## config.mk

```make
export PLATFORM = sky130hd
export DESIGN_NAME = ovw_cmd_seq
export DESIGN_NICKNAME = d
export VERILOG_FILES = /design/src/rtl/ovw_pkg.sv /design/src/rtl/ovw_byte_fifo.sv /design/src/rtl/ovw_step_gen.sv /design/src/rtl/ovw_cmd_seq.sv
export SDC_FILE = /design/constraint.sdc
export NUM_CORES = 1
export LEC_CHECK = 0
export ABC_AREA = 1
export CORE_MARGIN = 2
export CORE_UTILIZATION = 55
export DETAILED_ROUTE_END_ITERATION = 6
export PLACE_DENSITY = 0.89
export SETUP_SLACK_MARGIN = 0.3
export SLEW_MARGIN = 20
export SYNTH_ARGS = -nofsm -noshare
export SYNTH_HDL_FRONTEND = slang
export SYNTH_SLANG_ARGS = --single-unit
```

## constraint.sdc

```tcl
create_clock -name clk -period 3.91 [get_ports clk]
set_input_delay 0.391 -clock clk [delete_from_list [all_inputs] [get_ports clk]]
set_output_delay 0.391 -clock clk [all_outputs]
set_load 0.005 [all_outputs]
```

## src/rtl/ovw_pkg.sv

```systemverilog
// Shared types and constants for the overlay window command sequencer.
// Assumes word-granular window offsets; scaling for stacked parts happens elsewhere.
package ovw_pkg;

    typedef enum logic [3:0] {
        PH_IDLE,
        PH_OPEN,
        PH_CTRL,
        PH_PTR,
        PH_FILL,
        PH_EXEC,
        PH_POLL,
        PH_CLOSE,
        PH_DONE
    } phase_t;

    // mode register space addresses
    localparam logic [7:0] MR_CFG_ADR  = 8'h50;
    localparam logic [7:0] MR_DATA_ADR = 8'h40;

    // window word offsets
    localparam logic [7:0] OF_CODE = 8'h40;
    localparam logic [7:0] OF_DATA = 8'h42;
    localparam logic [7:0] OF_ALO  = 8'h44;
    localparam logic [7:0] OF_AHI  = 8'h45;
    localparam logic [7:0] OF_CLO  = 8'h48;
    localparam logic [7:0] OF_CHI  = 8'h49;
    localparam logic [7:0] OF_EXEC = 8'h60;
    localparam logic [7:0] OF_STAT = 8'h66;
    localparam logic [7:0] OF_PTR  = 8'h08;

    localparam logic [7:0] CODE_BUF_PROG = 8'hE9;
    localparam logic [7:0] CODE_BUF_OVR  = 8'hEA;

    // true for the two codes that copy FIFO bytes into the program buffer
    function automatic logic is_buffered(input logic [7:0] code);
        return (code == CODE_BUF_PROG) || (code == CODE_BUF_OVR);
    endfunction

endpackage

```

## src/rtl/ovw_byte_fifo.sv

```systemverilog
// Small byte FIFO feeding the program-buffer fill.
// Assumes the producer never pushes while full and the consumer never pops while empty.
module ovw_byte_fifo #(
    parameter int DEPTH = 16
) (
    input  logic       clk,
    input  logic       rst_n,
    input  logic       push,
    input  logic [7:0] din,
    input  logic       pop,
    output logic [7:0] head,
    output logic       empty,
    output logic       full
);
    localparam int PW = (DEPTH > 1) ? $clog2(DEPTH) : 1;

    logic [7:0]  mem [DEPTH];
    logic [PW-1:0] wp, rp;
    logic [PW:0]   cnt;

    logic do_push, do_pop;
    assign do_push = push && !full;
    assign do_pop  = pop && !empty;

    // storage write
    always_ff @(posedge clk) begin
        if (do_push) mem[wp] <= din;
    end

    // pointer and occupancy bookkeeping
    always_ff @(posedge clk) begin
        if (!rst_n) begin
            wp  <= '0;
            rp  <= '0;
            cnt <= '0;
        end else begin
            if (do_push) wp <= (wp == PW'(DEPTH - 1)) ? '0 : wp + 1'b1;
            if (do_pop)  rp <= (rp == PW'(DEPTH - 1)) ? '0 : rp + 1'b1;
            cnt <= cnt + (do_push ? 1'b1 : 1'b0) - (do_pop ? 1'b1 : 1'b0);
        end
    end

    assign head  = mem[rp];
    assign empty = (cnt == '0);
    assign full  = (cnt == (PW+1)'(DEPTH));

    AST_NO_OVERFLOW: assert property (@(posedge clk) disable iff (!rst_n)
        cnt <= (PW+1)'(DEPTH));
    AST_POP_HAS_DATA: assert property (@(posedge clk) disable iff (!rst_n)
        pop |-> !empty);
endmodule

```

## src/rtl/ovw_step_gen.sv

```systemverilog
// Maps the current phase and step index to one bus transfer.
// Purely combinational; assumes idx stays within the phase's step range.
module ovw_step_gen
    import ovw_pkg::*;
#(
    parameter int AW = 16
) (
    input  phase_t        phase,
    input  logic [3:0]    idx,
    input  logic          stk,
    input  logic [7:0]    code,
    input  logic [31:0]   data,
    input  logic [31:0]   addr,
    input  logic [31:0]   cnt,
    input  logic [AW-1:0] ptr,
    input  logic [AW-1:0] fill_idx,
    input  logic [7:0]    fbyte,
    output logic          sp,
    output logic          we,
    output logic [AW-1:0] a,
    output logic [31:0]   wd
);
    // window offset scaled for the stacked arrangement, optionally mirrored
    function automatic logic [AW-1:0] win(input logic [7:0] off, input logic s, input logic m);
        logic [AW-1:0] b;
        b = AW'(off);
        if (s) b = b << 2;
        if (m) b = b + AW'(2);
        return b;
    endfunction

    logic        mirror;
    logic [3:0]  k;
    logic [7:0]  off;
    logic [15:0] val;

    // select the control register and value for CTRL steps
    always_comb begin
        mirror = stk && (idx >= 4'd6);
        k      = mirror ? idx - 4'd6 : idx;
        off    = OF_CODE;
        val    = {8'h00, code};
        case (k)
            4'd1: begin off = OF_DATA; val = mirror ? data[31:16] : data[15:0]; end
            4'd2: begin off = OF_ALO;  val = addr[15:0];  end
            4'd3: begin off = OF_AHI;  val = addr[31:16]; end
            4'd4: begin off = OF_CLO;  val = cnt[15:0];   end
            4'd5: begin off = OF_CHI;  val = cnt[31:16];  end
            default: ;
        endcase
    end

    // build the transfer for the current step
    always_comb begin
        sp = 1'b0;
        we = 1'b1;
        a  = '0;
        wd = '0;
        case (phase)
            PH_OPEN, PH_CLOSE: begin
                sp = 1'b1;
                if (idx == 4'd0) begin
                    a  = AW'(MR_CFG_ADR);
                    wd = (stk ? 32'h8000_0000 : 32'h0000_8000) | 32'h18;
                end else begin
                    a  = AW'(MR_DATA_ADR);
                    wd = (phase == PH_OPEN) ? 32'h1 : 32'h2;
                end
            end
            PH_CTRL: begin
                a  = win(off, stk, mirror);
                wd = {16'h0000, val};
            end
            PH_PTR: begin
                we = 1'b0;
                a  = win(OF_PTR, stk, 1'b0);
            end
            PH_FILL: begin
                a  = ptr + fill_idx;
                wd = {24'h0, fbyte};
            end
            PH_EXEC: begin
                a  = win(OF_EXEC, stk, idx[0]);
                wd = 32'h1;
            end
            PH_POLL: begin
                we = 1'b0;
                a  = win(OF_STAT, stk, idx[0]);
            end
            default: ;
        endcase
    end
endmodule

```

## src/rtl/ovw_cmd_seq.sv

```systemverilog
// Overlay window command sequencer: opens the window, writes the command,
// optionally fills the program buffer, executes, polls status and closes.
// Assumes a bus partner that returns one single-cycle ack per request.
module ovw_cmd_seq
    import ovw_pkg::*;
#(
    parameter int AW         = 16,
    parameter int FIFO_DEPTH = 16
) (
    input  logic          clk,
    input  logic          rst_n,
    input  logic          start,
    input  logic [7:0]    cmd_code,
    input  logic [31:0]   cmd_data,
    input  logic [31:0]   cmd_addr,
    input  logic [31:0]   cmd_count,
    input  logic          stacked,
    input  logic [15:0]   poll_limit,
    input  logic          fifo_push,
    input  logic [7:0]    fifo_byte,
    output logic          fifo_full,
    output logic          busy,
    output logic          done,
    output logic          err,
    output logic          mem_req,
    output logic          mem_space,
    output logic          mem_we,
    output logic [AW-1:0] mem_addr,
    output logic [31:0]   mem_wdata,
    input  logic          mem_ack,
    input  logic [31:0]   mem_rdata
);
    phase_t        phase;
    logic [3:0]    idx, last_idx;
    logic [7:0]    code_q;
    logic [31:0]   data_q, addr_q, cnt_q, fill_q;
    logic          stk_q, err_q;
    logic [15:0]   limit_q, poll_q, stlo_q;
    logic [AW-1:0] ptr_q;

    logic          f_empty, f_pop, step, bus_phase, status_ok, limit_hit;
    logic [7:0]    f_head;
    wire           unused_rdata_hi = ^mem_rdata[31:16];

    ovw_byte_fifo #(.DEPTH(FIFO_DEPTH)) u_fifo (
        .clk   (clk),
        .rst_n (rst_n),
        .push  (fifo_push),
        .din   (fifo_byte),
        .pop   (f_pop),
        .head  (f_head),
        .empty (f_empty),
        .full  (fifo_full)
    );

    ovw_step_gen #(.AW(AW)) u_step (
        .phase    (phase),
        .idx      (idx),
        .stk      (stk_q),
        .code     (code_q),
        .data     (data_q),
        .addr     (addr_q),
        .cnt      (cnt_q),
        .ptr      (ptr_q),
        .fill_idx (fill_q[AW-1:0]),
        .fbyte    (f_head),
        .sp       (mem_space),
        .we       (mem_we),
        .a        (mem_addr),
        .wd       (mem_wdata)
    );

    // last step index of each bus phase
    always_comb begin
        case (phase)
            PH_OPEN, PH_CLOSE: last_idx = 4'd1;
            PH_CTRL:           last_idx = stk_q ? 4'd11 : 4'd5;
            PH_EXEC, PH_POLL:  last_idx = stk_q ? 4'd1 : 4'd0;
            default:           last_idx = 4'd0;
        endcase
    end

    assign bus_phase = (phase != PH_IDLE) && (phase != PH_DONE);
    assign mem_req   = bus_phase && !((phase == PH_FILL) && f_empty);
    assign step      = mem_req && mem_ack;
    assign f_pop     = step && (phase == PH_FILL);
    assign status_ok = stk_q ? (stlo_q[7] && mem_rdata[7]) : mem_rdata[7];
    assign limit_hit = ({1'b0, poll_q} + 17'd1) >= {1'b0, limit_q};

    // phase sequencing, argument capture and poll bookkeeping
    always_ff @(posedge clk) begin
        if (!rst_n) begin
            phase   <= PH_IDLE;
            idx     <= '0;
            code_q  <= '0;
            data_q  <= '0;
            addr_q  <= '0;
            cnt_q   <= '0;
            stk_q   <= 1'b0;
            limit_q <= '0;
            poll_q  <= '0;
            stlo_q  <= '0;
            ptr_q   <= '0;
            fill_q  <= '0;
            err_q   <= 1'b0;
        end else begin
            case (phase)
                PH_IDLE: if (start) begin
                    phase   <= PH_OPEN;
                    idx     <= '0;
                    code_q  <= cmd_code;
                    data_q  <= cmd_data;
                    addr_q  <= cmd_addr;
                    cnt_q   <= cmd_count;
                    stk_q   <= stacked;
                    limit_q <= poll_limit;
                    poll_q  <= '0;
                    fill_q  <= '0;
                    err_q   <= 1'b0;
                end
                PH_OPEN: if (step) begin
                    if (idx == last_idx) begin phase <= PH_CTRL; idx <= '0; end
                    else idx <= idx + 1'b1;
                end
                PH_CTRL: if (step) begin
                    if (idx == last_idx) begin
                        phase <= is_buffered(code_q) ? PH_PTR : PH_EXEC;
                        idx   <= '0;
                    end else idx <= idx + 1'b1;
                end
                PH_PTR: if (step) begin
                    ptr_q <= mem_rdata[AW-1:0];
                    phase <= (cnt_q == '0) ? PH_EXEC : PH_FILL;
                end
                PH_FILL: if (step) begin
                    fill_q <= fill_q + 32'd1;
                    if (fill_q + 32'd1 == cnt_q) phase <= PH_EXEC;
                end
                PH_EXEC: if (step) begin
                    if (idx == last_idx) begin phase <= PH_POLL; idx <= '0; end
                    else idx <= idx + 1'b1;
                end
                PH_POLL: if (step) begin
                    if (idx != last_idx) begin
                        stlo_q <= mem_rdata[15:0];
                        idx    <= idx + 1'b1;
                    end else begin
                        idx <= '0;
                        if (status_ok) begin
                            phase <= PH_CLOSE;
                        end else if (limit_hit) begin
                            phase <= PH_CLOSE;
                            err_q <= 1'b1;
                        end else begin
                            poll_q <= poll_q + 16'd1;
                        end
                    end
                end
                PH_CLOSE: if (step) begin
                    if (idx == last_idx) begin phase <= PH_DONE; idx <= '0; end
                    else idx <= idx + 1'b1;
                end
                default: phase <= PH_IDLE;
            endcase
        end
    end

    assign busy = (phase != PH_IDLE);
    assign done = (phase == PH_DONE);
    assign err  = err_q;

    AST_REQ_HOLD: assert property (@(posedge clk) disable iff (!rst_n)
        (mem_req && !mem_ack) |=> (mem_req && $stable(mem_addr) && $stable(mem_wdata)
                                   && $stable(mem_we) && $stable(mem_space)));
    AST_IDLE_QUIET: assert property (@(posedge clk) disable iff (!rst_n)
        !busy |-> !mem_req);
    AST_DONE_PULSE: assert property (@(posedge clk) disable iff (!rst_n)
        done |=> !done);
    AST_DONE_AFTER_CLOSE: assert property (@(posedge clk) disable iff (!rst_n)
        $rose(done) |-> $past(mem_space && mem_req && mem_ack));
    AST_START_IGNORED: assert property (@(posedge clk) disable iff (!rst_n)
        (busy && start) |=> ($stable(code_q) && $stable(addr_q) && $stable(cnt_q)));
    AST_FILL_BUFFERED: assert property (@(posedge clk) disable iff (!rst_n)
        (phase == PH_FILL || phase == PH_PTR) |-> is_buffered(code_q));
    AST_POLL_BOUND: assert property (@(posedge clk) disable iff (!rst_n)
        (phase == PH_POLL) |-> (poll_q == 16'd0 || poll_q < limit_q));
endmodule

```

==> results of run 1 <==
## worst min path at each step
stage | start | endpoint | slack [ns]
finish | rst_n | cnt_q[23] | 0.43
global route | rst_n | u_fifo.cnt[0] | 0.45
CTS | rst_n | u_fifo.cnt[0] | 0.41
detailed placement | stlo_q[7] | stlo_q[7] | 0.44
global placement | stlo_q[7] | stlo_q[7] | 0.43
floorplan | stlo_q[7] | stlo_q[7] | 0.42
## report_power, final
part / switching (µW) / internal, µW
registers: 243 / 4090
logic: 2070 / 1020
clock network: 1480 / 2040
total: 3790 / 7150
## sequential cells by signal (all words and copies together), names as in the netlist, named ones only
name	count
idx	4
u_fifo.cnt	5
code_q	8
cnt_q	32
poll_q	16
stk_q	1
limit_q	16
stlo_q	1
data_q	32
addr_q	32
u_fifo.mem	128
ptr_q	16
u_fifo.rp	4
phase	4
fill_q	32
err	1
u_fifo.wp	4
## Yosys cell counts, types with 11 or more instances
| library cell | count | area share, % |
|---|---|---|
| sky130_fd_sc_hd__ha_1 | 51 | 3.6 |
| sky130_fd_sc_hd__o221ai_1 | 16 | 0.80 |
| sky130_fd_sc_hd__xor2_1 | 22 | 1.1 |
| sky130_fd_sc_hd__nor3_1 | 11 | 0.31 |
| sky130_fd_sc_hd__a21oi_1 | 247 | 7.0 |
| sky130_fd_sc_hd__buf_2 | 13 | 0.37 |
| sky130_fd_sc_hd__o21ai_0 | 226 | 6.4 |
| sky130_fd_sc_hd__nand3_1 | 163 | 4.6 |
| sky130_fd_sc_hd__edfxtp_1 | 128 | 22 |
| sky130_fd_sc_hd__inv_1 | 212 | 4.5 |
| sky130_fd_sc_hd__nand2_1 | 464 | 9.9 |
| sky130_fd_sc_hd__buf_4 | 16 | 0.68 |
| sky130_fd_sc_hd__nor2_1 | 223 | 4.8 |
| sky130_fd_sc_hd__dfxtp_1 | 212 | 24 |
| sky130_fd_sc_hd__inv_2 | 14 | 0.30 |
| sky130_fd_sc_hd__o22ai_1 | 40 | 1.4 |
| sky130_fd_sc_hd__nand4_1 | 23 | 0.82 |
| sky130_fd_sc_hd__clkbuf_1 | 82 | 1.8 |
## layout make-up
| cell class | instances | area, µm² |
|---|---|---|
| diodes | 1 | 2.50 |
| clock buffers | 49 | 1010 |
| clock inverters | 17 | 214 |
| fillers | 2438 | 10100 |
| inverters | 230 | 870 |
| multi-input cells | 1611 | 8410 |
| flip-flops and latches | 340 | 8100 |
| well taps | 402 | 503 |
| repair buffers | 235 | 2310 |
## repair_timing
action	in CTS	in global routing
setup buffers	12	10
pin swaps	15	20
gates resized for setup	45	50
cloned	1	0
endpoints found under the setup margin	28	44
## worst max-delay path, delay by kind of cell (launching register included)
family	cells	cell delay [ns]
XOR/XNOR	1	0.16
buffers and inverters	5	0.86
AND/OR/NAND/NOR	5	0.54
AO/OA/AOI/OAI	4	0.70
adder cells (fa/ha/maj)	1	0.19
flip-flops	1	0.33
## per-layer routing
metal / part of all wire (%) / vias up / GRT usage [%]
li1: - / 8030 / -
met1: 39 / 7920 / 40.5
met2: 46 / 937 / 52.8
met3: 8.9 / 213 / 5.01
met4: 6.2 / 2 / 18.2
met5: 0.023 / - / 0
## through the flow
step	power, µW	hold slack (ns)
final	10900	0.426
after global routing	11400	0.451
after CTS	10800	0.410
after detailed placement	7290	0.442
after global placement	7190	0.428
after floorplan	6220	0.420
## cell families (layout without fill, tap and decap cells)
kind of cell / after synthesis / count (layout) / share of synthesized area, %
AND/OR/NAND/NOR: 937 / 938 / 23.0
other: 1 / 16 / 0.0214
adder cells (fa/ha/maj): 53 / 53 / 3.86
AO/OA/AOI/OAI: 572 / 572 / 17.5
buffers and inverters: 343 / 531 / 7.82
XOR/XNOR: 33 / 33 / 1.75
flip-flops: 340 / 340 / 46.1
==> impl_metrics.json, run 1 <==
{
  "outcome": "finished, violations left",
  "violations": "design-rule violations",
  "final_design_area_no_fill_um2": 21400,
  "worst_hold_path.num_cells": 4,
  "critical-path-max-stage-delay_ns": 0.46,
  "crit-reg2reg-capture": "fill_q[0]",
  "cts_htree_levels": 2,
  "ys_dominant_reg_cell": "sky130_fd_sc_hd__dfxtp_1",
  "synth.ff_latch_count": 340,
  "cp_data_required_time_ns": 3.52,
  "pin_count_of_the_biggest_net_entering_global_routing": 109,
  "syn_inst": 2279,
  "hold_violations": 0,
  "worstPathCellList": "buf_6, ha_2, inv_1, nand2_1, xor2_1, a21oi_2, inv_1, nand2_4, nor2_4, inv_4, o22ai_1, nor2_1, o21ai_1, o21ai_2, nand2_1, clkdlybuf4s50_1",
  "cts-hold-fix-buffers": 0,
  "final.period_utilization_pct": 94.9,
  "rows": 65,
  "stdcell_count": 2885,
  "critPathKind": "reg -> out",
  "drt_first_pass_iters": 7,
  "power.ir.vdd_worst_uv": 417,
  "timing.final.crit_period_ns": 3.71,
  "numClockSinks": 340,
  "critical_path.endpoint_type": "output port",
  "finish.utilization_pct": 68.0,
  "vias_per_cell": 5.93,
  "clock_tree.root_cell": "sky130_fd_sc_hd__clkbuf_16",
  "setup_viol_count_final": 0,
  "core_um2": 31500,
  "global_route_usage_over_all_layers_pct": 32.1,
  "slew_violations": 0,
  "drt-wirelength-per-cell_um": 19.2,
  "postLayoutSetupSlackWorst_ns": 0.198,
  "io_buffers": 189,
  "floorplan.initialDensity_pct": 55.8,
  "chipHeight_um": 183,
  "layout.cells.most_common": "sky130_fd_sc_hd__nand2_1",
  "grt_first_pass_wirelength_um": 84300,
  "post_synth_num_cell_types": 54,
  "layout_area_overhead_pct": 22.0,
  "antenna_violations_before_repair": 2,
  "drive_above_1_share_pct": 8.38,
  "synth_area_per_cell_um2": 7.71,
  "layout.nets": 2674,
  "slowest_cell_on_the_critical_path": "sky130_fd_sc_hd__clkdlybuf4s50_1",
  "drv.max_cap_violation_count": 0,
  "worst_slew_pin_slew_ns": 1.13,
  "die_width_um": 183,
  "slew_headroom_pct": 24.0,
  "reg2reg_from": "u_fifo.cnt[2]",
  "worst_clock_skew_ns": 0.0205,
  "ff2ff_setup_slack_ns": 0.41,
  "grt_setup_unrepaired": "true",
  "min-delay-path-class": "in -> reg",
  "dpl.hpwl_um": 38600,
  "floorplan.die_area_um2": 33400,
  "synth_async_sr_flop_share_pct": 0,
  "total_congestion_overflow": 0,
  "setup_tns_ns": 0,
  "initialDrtViolationCount": 1810,
  "via_count_of_the_first_global_routing_pass": 16100,
  "r2r_cells": 12,
  "sequential_fraction_of_the_synthesis_area_pct": 46.1,
  "p_leak_uw": 0.00824,
  "pre_cts_slack_ns": 0.321,
  "setup.worst_path.start_class": "flop",
  "cp_max_fo": 6,
  "clkSlewWorstSetupHoldPaths_ns": 0.06,
  "cts_tree": "built",
  "worst_skew_pair_latency_ns": 0.55,
  "number_of_enable_type_register_cells_in_the_synthesized_netlist": 128,
  "postPlaceCellArea_um2": 19700,
  "layout.cells.most_common_list": "sky130_fd_sc_hd__nand2_1, sky130_fd_sc_hd__a21oi_1, sky130_fd_sc_hd__nor2_1, sky130_fd_sc_hd__o21ai_0, sky130_fd_sc_hd__inv_1",
  "routabilityCongestion": 0.964,
  "p_per_area_nw_per_um2": 511,
  "setup.worst_path.start": "idx[1]",
  "wl_um": 55400,
  "drc_errors": 1,
  "cts_made_buffers": 37,
  "via_count": 17100,
  "syn_area_um2": 17600,
  "dp_cells": 2795,
  "crit_arrival_ns": 3.32,
  "critPathCapture": "mem_wdata[2]",
  "synthesis.yosys.warnings": 0,
  "boundaryPins": 221,
  "cts_max_path_buffers": 3,
  "routed_antenna_nets": 0,
  "fmaxAchievable_mhz": 269
}
(Power assumes the default switching activity.)
==> inputs of run 2 (changes only) <==
Settings changed: CTS_CLUSTER_DIAMETER set to 100, CTS_CLUSTER_SIZE set to 24.
==> run 2 against run 1 <==
  * The run still ends with design-rule violations left
  * Utilization shrank 1.4 points
  * Sequential share of layout area is 0.81 points higher
  * Critical path type unchanged
  * Non-clock buffer count increased by 13
  * Fmax rose by 0.18%
==> impl_metrics.json, run 2 (synthesis gave the netlist of run 1 again) <==
{
  "critical_path.endpoint_type": "output port",
  "layout.cells.most_common_list": "sky130_fd_sc_hd__nand2_1, sky130_fd_sc_hd__a21oi_1, sky130_fd_sc_hd__nor2_1",
  "io_buffers": 189,
  "grt_setup_unrepaired": "true",
  "via_count_of_the_first_global_routing_pass": 16000,
  "antenna_violations_before_repair": 1,
  "grt_first_pass_wirelength_um": 84100,
  "floorplan.die_area_um2": 33400,
  "crit_arrival_ns": 3.31,
  "slew_headroom_pct": 23.9,
  "layout.cells.most_common": "sky130_fd_sc_hd__nand2_1",
  "wl_um": 56600,
  "routabilityCongestion": 0.964,
  "drc_errors": 7,
  "layout_area_overhead_pct": 19.5,
  "cts_max_path_buffers": 3,
  "cts_htree_levels": 1,
  "dpl.hpwl_um": 38600,
  "total_congestion_overflow": 0,
  "global_route_usage_over_all_layers_pct": 31.9,
  "boundaryPins": 221,
  "drt_first_pass_iters": 7,
  "finish.utilization_pct": 66.7,
  "cts_made_buffers": 18,
  "multi_input_combinational_cell_area_um2": 8530,
  "p_leak_uw": 0.00802,
  "sequential_cell_area_um2": 8110,
  "setup.worst_path.start_class": "flop",
  "stdcell_count": 2863,
  "clkSlewWorstSetupHoldPaths_ns": 0.10,
  "routed_antenna_nets": 0,
  "initialDrtViolationCount": 1834,
  "min-delay-path-class": "in -> reg",
  "timing.final.crit_period_ns": 3.71,
  "setup_tns_ns": 0,
  "drive_above_1_share_pct": 8.17,
  "final.period_utilization_pct": 94.8,
  "slew_violations": 0,
  "fmaxAchievable_mhz": 270,
  "layout.nets": 2670,
  "vias_per_cell": 5.97,
  "violations": "design-rule violations",
  "rows": 65,
  "worst_skew_pair_latency_ns": 0.54,
  "setup_viol_count_final": 0,
  "cts_tree": "built",
  "drv.max_cap_violation_count": 0,
  "critPathKind": "reg -> out",
  "p_per_area_nw_per_um2": 459,
  "power.ir.vdd_worst_uv": 474,
  "core_um2": 31500,
  "cp_data_required_time_ns": 3.52,
  "via_count": 17100,
  "outcome": "finished, violations left",
  "clock_tree.root_cell": "sky130_fd_sc_hd__clkbuf_16",
  "hold_violations": 0,
  "largest_register_ff_count": 128,
  "cts-hold-fix-buffers": 0,
  "largest_register": "u_fifo.mem",
  "cp_max_fo": 5,
  "floorplan.initialDensity_pct": 55.8,
  "n_fill_cell": 2487,
  "dp_cells": 2795,
  "pin_count_of_the_biggest_net_entering_global_routing": 109,
  "worst_clock_skew_ns": 0.0211,
  "numClockSinks": 340,
  "die_width_um": 183,
  "drt-wirelength-per-cell_um": 19.8,
  "chipHeight_um": 183,
  "worst_slew_pin_slew_ns": 1.13
}
-- run 2: cell types whose count changed in the layout (fill, tap and decap cells not counted), moves of 4 or more --
| cell | change |
|---|---|
| sky130_fd_sc_hd__clkbuf_16 | -19 |
| sky130_fd_sc_hd__clkbuf_8 | -4 |
| sky130_fd_sc_hd__buf_4 | +10 |
| sky130_fd_sc_hd__nand2_1 | -4 |
| sky130_fd_sc_hd__clkinv_2 | -6 |
-- run 2: timing repair --
action                     4_1_cts  5_1_grt
setup endpoints to repair       32       47
buffers inserted                19       16
pin swaps                       19       21
gates resized for setup         54       70
gates cloned                     3        0
-- run 2: routing by layer --
layer | vias to the layer above | track usage, % | routed length [µm]
li1 | 7990 | - | -
met1 | 7894 | 40.8 | 22000
met2 | 990 | 52.0 | 26300
met3 | 232 | 4.93 | 4870
met4 | 0 | 17.7 | 3490
met5 | - | 0 | 0
-- run 2: worst paths after layout --
path              slack, ns       start          end  depth (start not counted)
setup / recovery       0.20      idx[0]  mem_addr[2]                         15
setup reg to reg       0.45    phase[0]    fill_q[0]                          9
hold / removal         0.42       rst_n    poll_q[0]                          4
hold reg to reg        0.46  data_q[30]   data_q[30]                          2
-- run 2: final cells by class --
cell class                      instances  area share [%]
Sequential cell                       340            38.6
Inverter                              230            4.14
Multi-Input combinational cell       1613            40.7
Tap cell                              402            2.40
Timing Repair Buffer                  248            11.6
Clock buffer                           25            2.27
Antenna cell                            1          0.0119
Clock inverter                          4           0.316
-- run 2: stage by stage --
step	power (µW)	setup WS (ns)	area [µm²]	hold slack, ns
floorplan	6220	0.808	17600	0.420
global placement	7190	0.406	19700	0.428
detailed placement	7290	0.321	19700	0.442
CTS	9440	0.270	20600	0.403
global route	10100	0.111	21000	0.442
finish	9640	0.205	21000	0.422
-- run 2: report_power, final --
part,switching [µW],internal [µW],total [µW]
clock,1190,945,2140
combinational,2110,1060,3170
sequential,248,4080,4330
total,3550,6090,9640
-- run 2: worst max-delay path: stages, from the launching register on --
cell,delay [ns]
sky130_fd_sc_hd__dfxtp_2,0.34
sky130_fd_sc_hd__inv_1,0.06
sky130_fd_sc_hd__ha_1,0.19
sky130_fd_sc_hd__nand3b_4,0.18
sky130_fd_sc_hd__nand3_4,0.17
sky130_fd_sc_hd__xor2_4,0.24
sky130_fd_sc_hd__buf_4,0.16
sky130_fd_sc_hd__buf_4,0.14
sky130_fd_sc_hd__nand2_8,0.08
sky130_fd_sc_hd__nor2_4,0.12
sky130_fd_sc_hd__o22ai_2,0.09
sky130_fd_sc_hd__inv_1,0.12
sky130_fd_sc_hd__ha_4,0.21
sky130_fd_sc_hd__o211ai_1,0.23
sky130_fd_sc_hd__nand3_1,0.26
sky130_fd_sc_hd__buf_2,0.21
==> inputs of run 3 (changes only) <==
Settings changed: GPL_TIMING_DRIVEN set to 0.
==> run 3 against run 2 <==
  * The run ends with design-rule violations, negative setup slack left
  * Global-route usage increased by 2.7 points
  * Non-clock buffer count increased by 90
  * First-iteration DRC count increased by 26%
  * Wire length increased by 8.9%
  * Critical path type unchanged
  * Critical endpoint unchanged
  * Largest cell class unchanged
  * Largest power group unchanged
==> impl_metrics.json, run 3 (synthesis gave the netlist of run 1 again) <==
{
  "outcome": "finished, violations left",
  "violations": "design-rule violations, negative setup slack",
  "cts_htree_levels": 1,
  "postLayoutSetupSlackWorst_ns": -0.121,
  "via_count_of_the_first_global_routing_pass": 16700,
  "critical_path.endpoint_type": "output port",
  "die_width_um": 183,
  "critPathCapture": "mem_addr[2]",
  "netSwitchingPower_uw": 3750,
  "postPlaceCellArea_um2": 20000,
  "total_congestion_overflow": 0,
  "crit_arrival_ns": 3.64,
  "path_buf_inv": 5,
  "timing.final.crit_period_ns": 4.03,
  "routabilityCongestion": 0.978,
  "cts_tree": "built",
  "worst_clock_skew_ns": 0.0276,
  "slew_violations": 0,
  "final.period_utilization_pct": 103,
  "layout.cells.most_common_list": "sky130_fd_sc_hd__nand2_1, sky130_fd_sc_hd__a21oi_1, sky130_fd_sc_hd__nor2_1",
  "dpl.hpwl_um": 44100,
  "cts_made_buffers": 18,
  "power.switching_fraction_pct": 38.1,
  "drc_errors": 96,
  "worst_path_dominant_cell_family": "simple AND/OR/NAND/NOR gates",
  "setup.worst_path.start_class": "flop",
  "hold_violations": 0,
  "drt-wirelength-per-cell_um": 20.9,
  "grt_first_pass_wirelength_um": 89700,
  "largest_register": "u_fifo.mem",
  "r2r_cells": 18,
  "power.ir.vdd_worst_uv": 439,
  "crit-reg2reg-capture": "u_fifo.cnt[4]",
  "critPathKind": "reg -> out",
  "antenna_cells_inserted": 0,
  "slowest_cell_on_the_critical_path": "sky130_fd_sc_hd__o211ai_1",
  "share_seq_of_total_power_pct": 43.9,
  "grt_setup_unrepaired": "true",
  "wl_um": 61700,
  "dp_cells": 2883,
  "cts-hold-fix-buffers": 0,
  "clock_tree.root_cell": "sky130_fd_sc_hd__clkbuf_16",
  "reg2reg_from": "u_fifo.cnt[3]",
  "layout_area_overhead_pct": 21.1,
  "pin_count_of_the_biggest_net_entering_global_routing": 26,
  "initialDrtViolationCount": 2302,
  "p_per_area_nw_per_um2": 462,
  "cp.depth": 15,
  "vias_per_cell": 6.13,
  "critical-path-max-stage-delay_ns": 0.49,
  "io_buffers": 188,
  "internal-power_uw": 6080,
  "numClockSinks": 340,
  "floorplan.die_area_um2": 33400,
  "fmaxAchievable_mhz": 248,
  "largest_register_ff_count": 128,
  "clkPwrFrac_pct": 21.4,
  "boundaryPins": 221,
  "comb_power_share_pct": 34.7,
  "drt_first_pass_iters": 7,
  "floorplan.initialDensity_pct": 55.8,
  "slew_headroom_pct": 30.3,
  "min-delay-path-class": "in -> reg",
  "rows": 65,
  "setup.worst_path.start": "idx[0]",
  "cts_max_path_buffers": 3,
  "worst_slew_pin_slew_ns": 1.04,
  "worst_skew_pair_latency_ns": 0.54,
  "stdcell_count": 2948,
  "final_design_area_no_fill_um2": 21300,
  "ff2ff_setup_slack_ns": 0.40,
  "drive_above_1_share_pct": 8.84,
  "setup_viol_count_final": 1,
  "via_count": 18100,
  "p_leak_uw": 0.00820,
  "cp_data_required_time_ns": 3.52,
  "core_um2": 31500,
  "routed_antenna_nets": 0,
  "global_route_usage_over_all_layers_pct": 34.6,
  "chipHeight_um": 183,
  "clkSlewWorstSetupHoldPaths_ns": 0.11,
  "cp_max_fo": 10,
  "layout.nets": 2757,
  "antenna_violations_before_repair": 0,
  "layout.cells.most_common": "sky130_fd_sc_hd__nand2_1",
  "whs_ns": 0.437,
  "drv.max_cap_violation_count": 0,
  "worstPathCellList": "buf_6, clkinvlp_4, ha_4, nand3b_4, nand3_4, buf_6, o21ai_4, nand2_4, nor2_4, inv_4, nor2_4, ha_4, o211ai_1, nand3_1, buf_2"
}
==> run 3: metrics by stage <==
stage          worst slack (ns)  utilization, %  TNS, ns  power, µW
2_1_floorplan             0.808               -        0       6220
6_report                 -0.121            67.6   -0.121       9830
4_1_cts                   0.140            66.4        0       9540
3_3_place_gp             -0.302            63.5   -0.553       7320
5_1_grt                  -0.111            67.6   -0.111      10200
3_5_place_dp             -0.353            63.6   -0.905       7440
==> run 3: worst reg2reg max path, cell delays in order, from the launching register on <==
cell and delay (ns):
sky130_fd_sc_hd__dfxtp_1 0.34, sky130_fd_sc_hd__inv_1 0.09, sky130_fd_sc_hd__ha_1 0.17, sky130_fd_sc_hd__nand3_1 0.08, sky130_fd_sc_hd__o31ai_1 0.27, sky130_fd_sc_hd__a21boi_1 0.16
sky130_fd_sc_hd__buf_4 0.22, sky130_fd_sc_hd__nand2_1 0.22, sky130_fd_sc_hd__inv_4 0.11, sky130_fd_sc_hd__buf_4 0.22, sky130_fd_sc_hd__ha_1 0.32, sky130_fd_sc_hd__inv_1 0.07
sky130_fd_sc_hd__ha_1 0.16, sky130_fd_sc_hd__inv_1 0.06, sky130_fd_sc_hd__fa_1 0.40, sky130_fd_sc_hd__o21ai_0 0.18, sky130_fd_sc_hd__a21oi_1 0.10, sky130_fd_sc_hd__o21ai_0 0.18
sky130_fd_sc_hd__a21oi_1 0.06
==> run 3: metal layers <==
metal	global-route usage, %	part of all wire [%]
met1	43.3	37
met2	56.2	44
met3	7.16	11
met4	19.3	7.2
met5	0	0
==> run 3: repair_timing <==
action / CTS / global route
pin swaps: 31 / 41
gates resized for setup: 99 / 75
setup buffers: 15 / 22
cloned: 0 / 0
setup endpoints to repair: 43 / 48
==> run 3: area by class of cell <==
class	instances	area [µm²]
inverter	230	883
tap	402	503
clock inverter	3	27.5
sequential	340	8100
fill	2466	10200
multi-input combinational	1610	8510
clock buffer	25	498
timing repair buffer	225	2190
buffer	113	549
==> run 3: worst min path at each step <==
stage	depth (start not counted)	from	slack, ns	to
after global placement	2	stlo_q[7]	0.43	stlo_q[7]
final	3	cmd_data[9]	0.44	data_q[9]
after floorplan	2	stlo_q[7]	0.42	stlo_q[7]
after CTS	3	mem_rdata[8]	0.43	ptr_q[8]
after detailed placement	2	stlo_q[7]	0.44	stlo_q[7]
after global routing	3	cmd_data[9]	0.45	data_q[9]
==> run 3: power groups by stage <==
stage	sequential [µW]	clock [µW]	combinational (µW)
final	4310	2110	3410
after global routing	4340	2210	3640
after CTS	4300	2090	3160
after detailed placement	4370	0	3070
after global placement	4360	0	2970
after floorplan	4300	0	1920
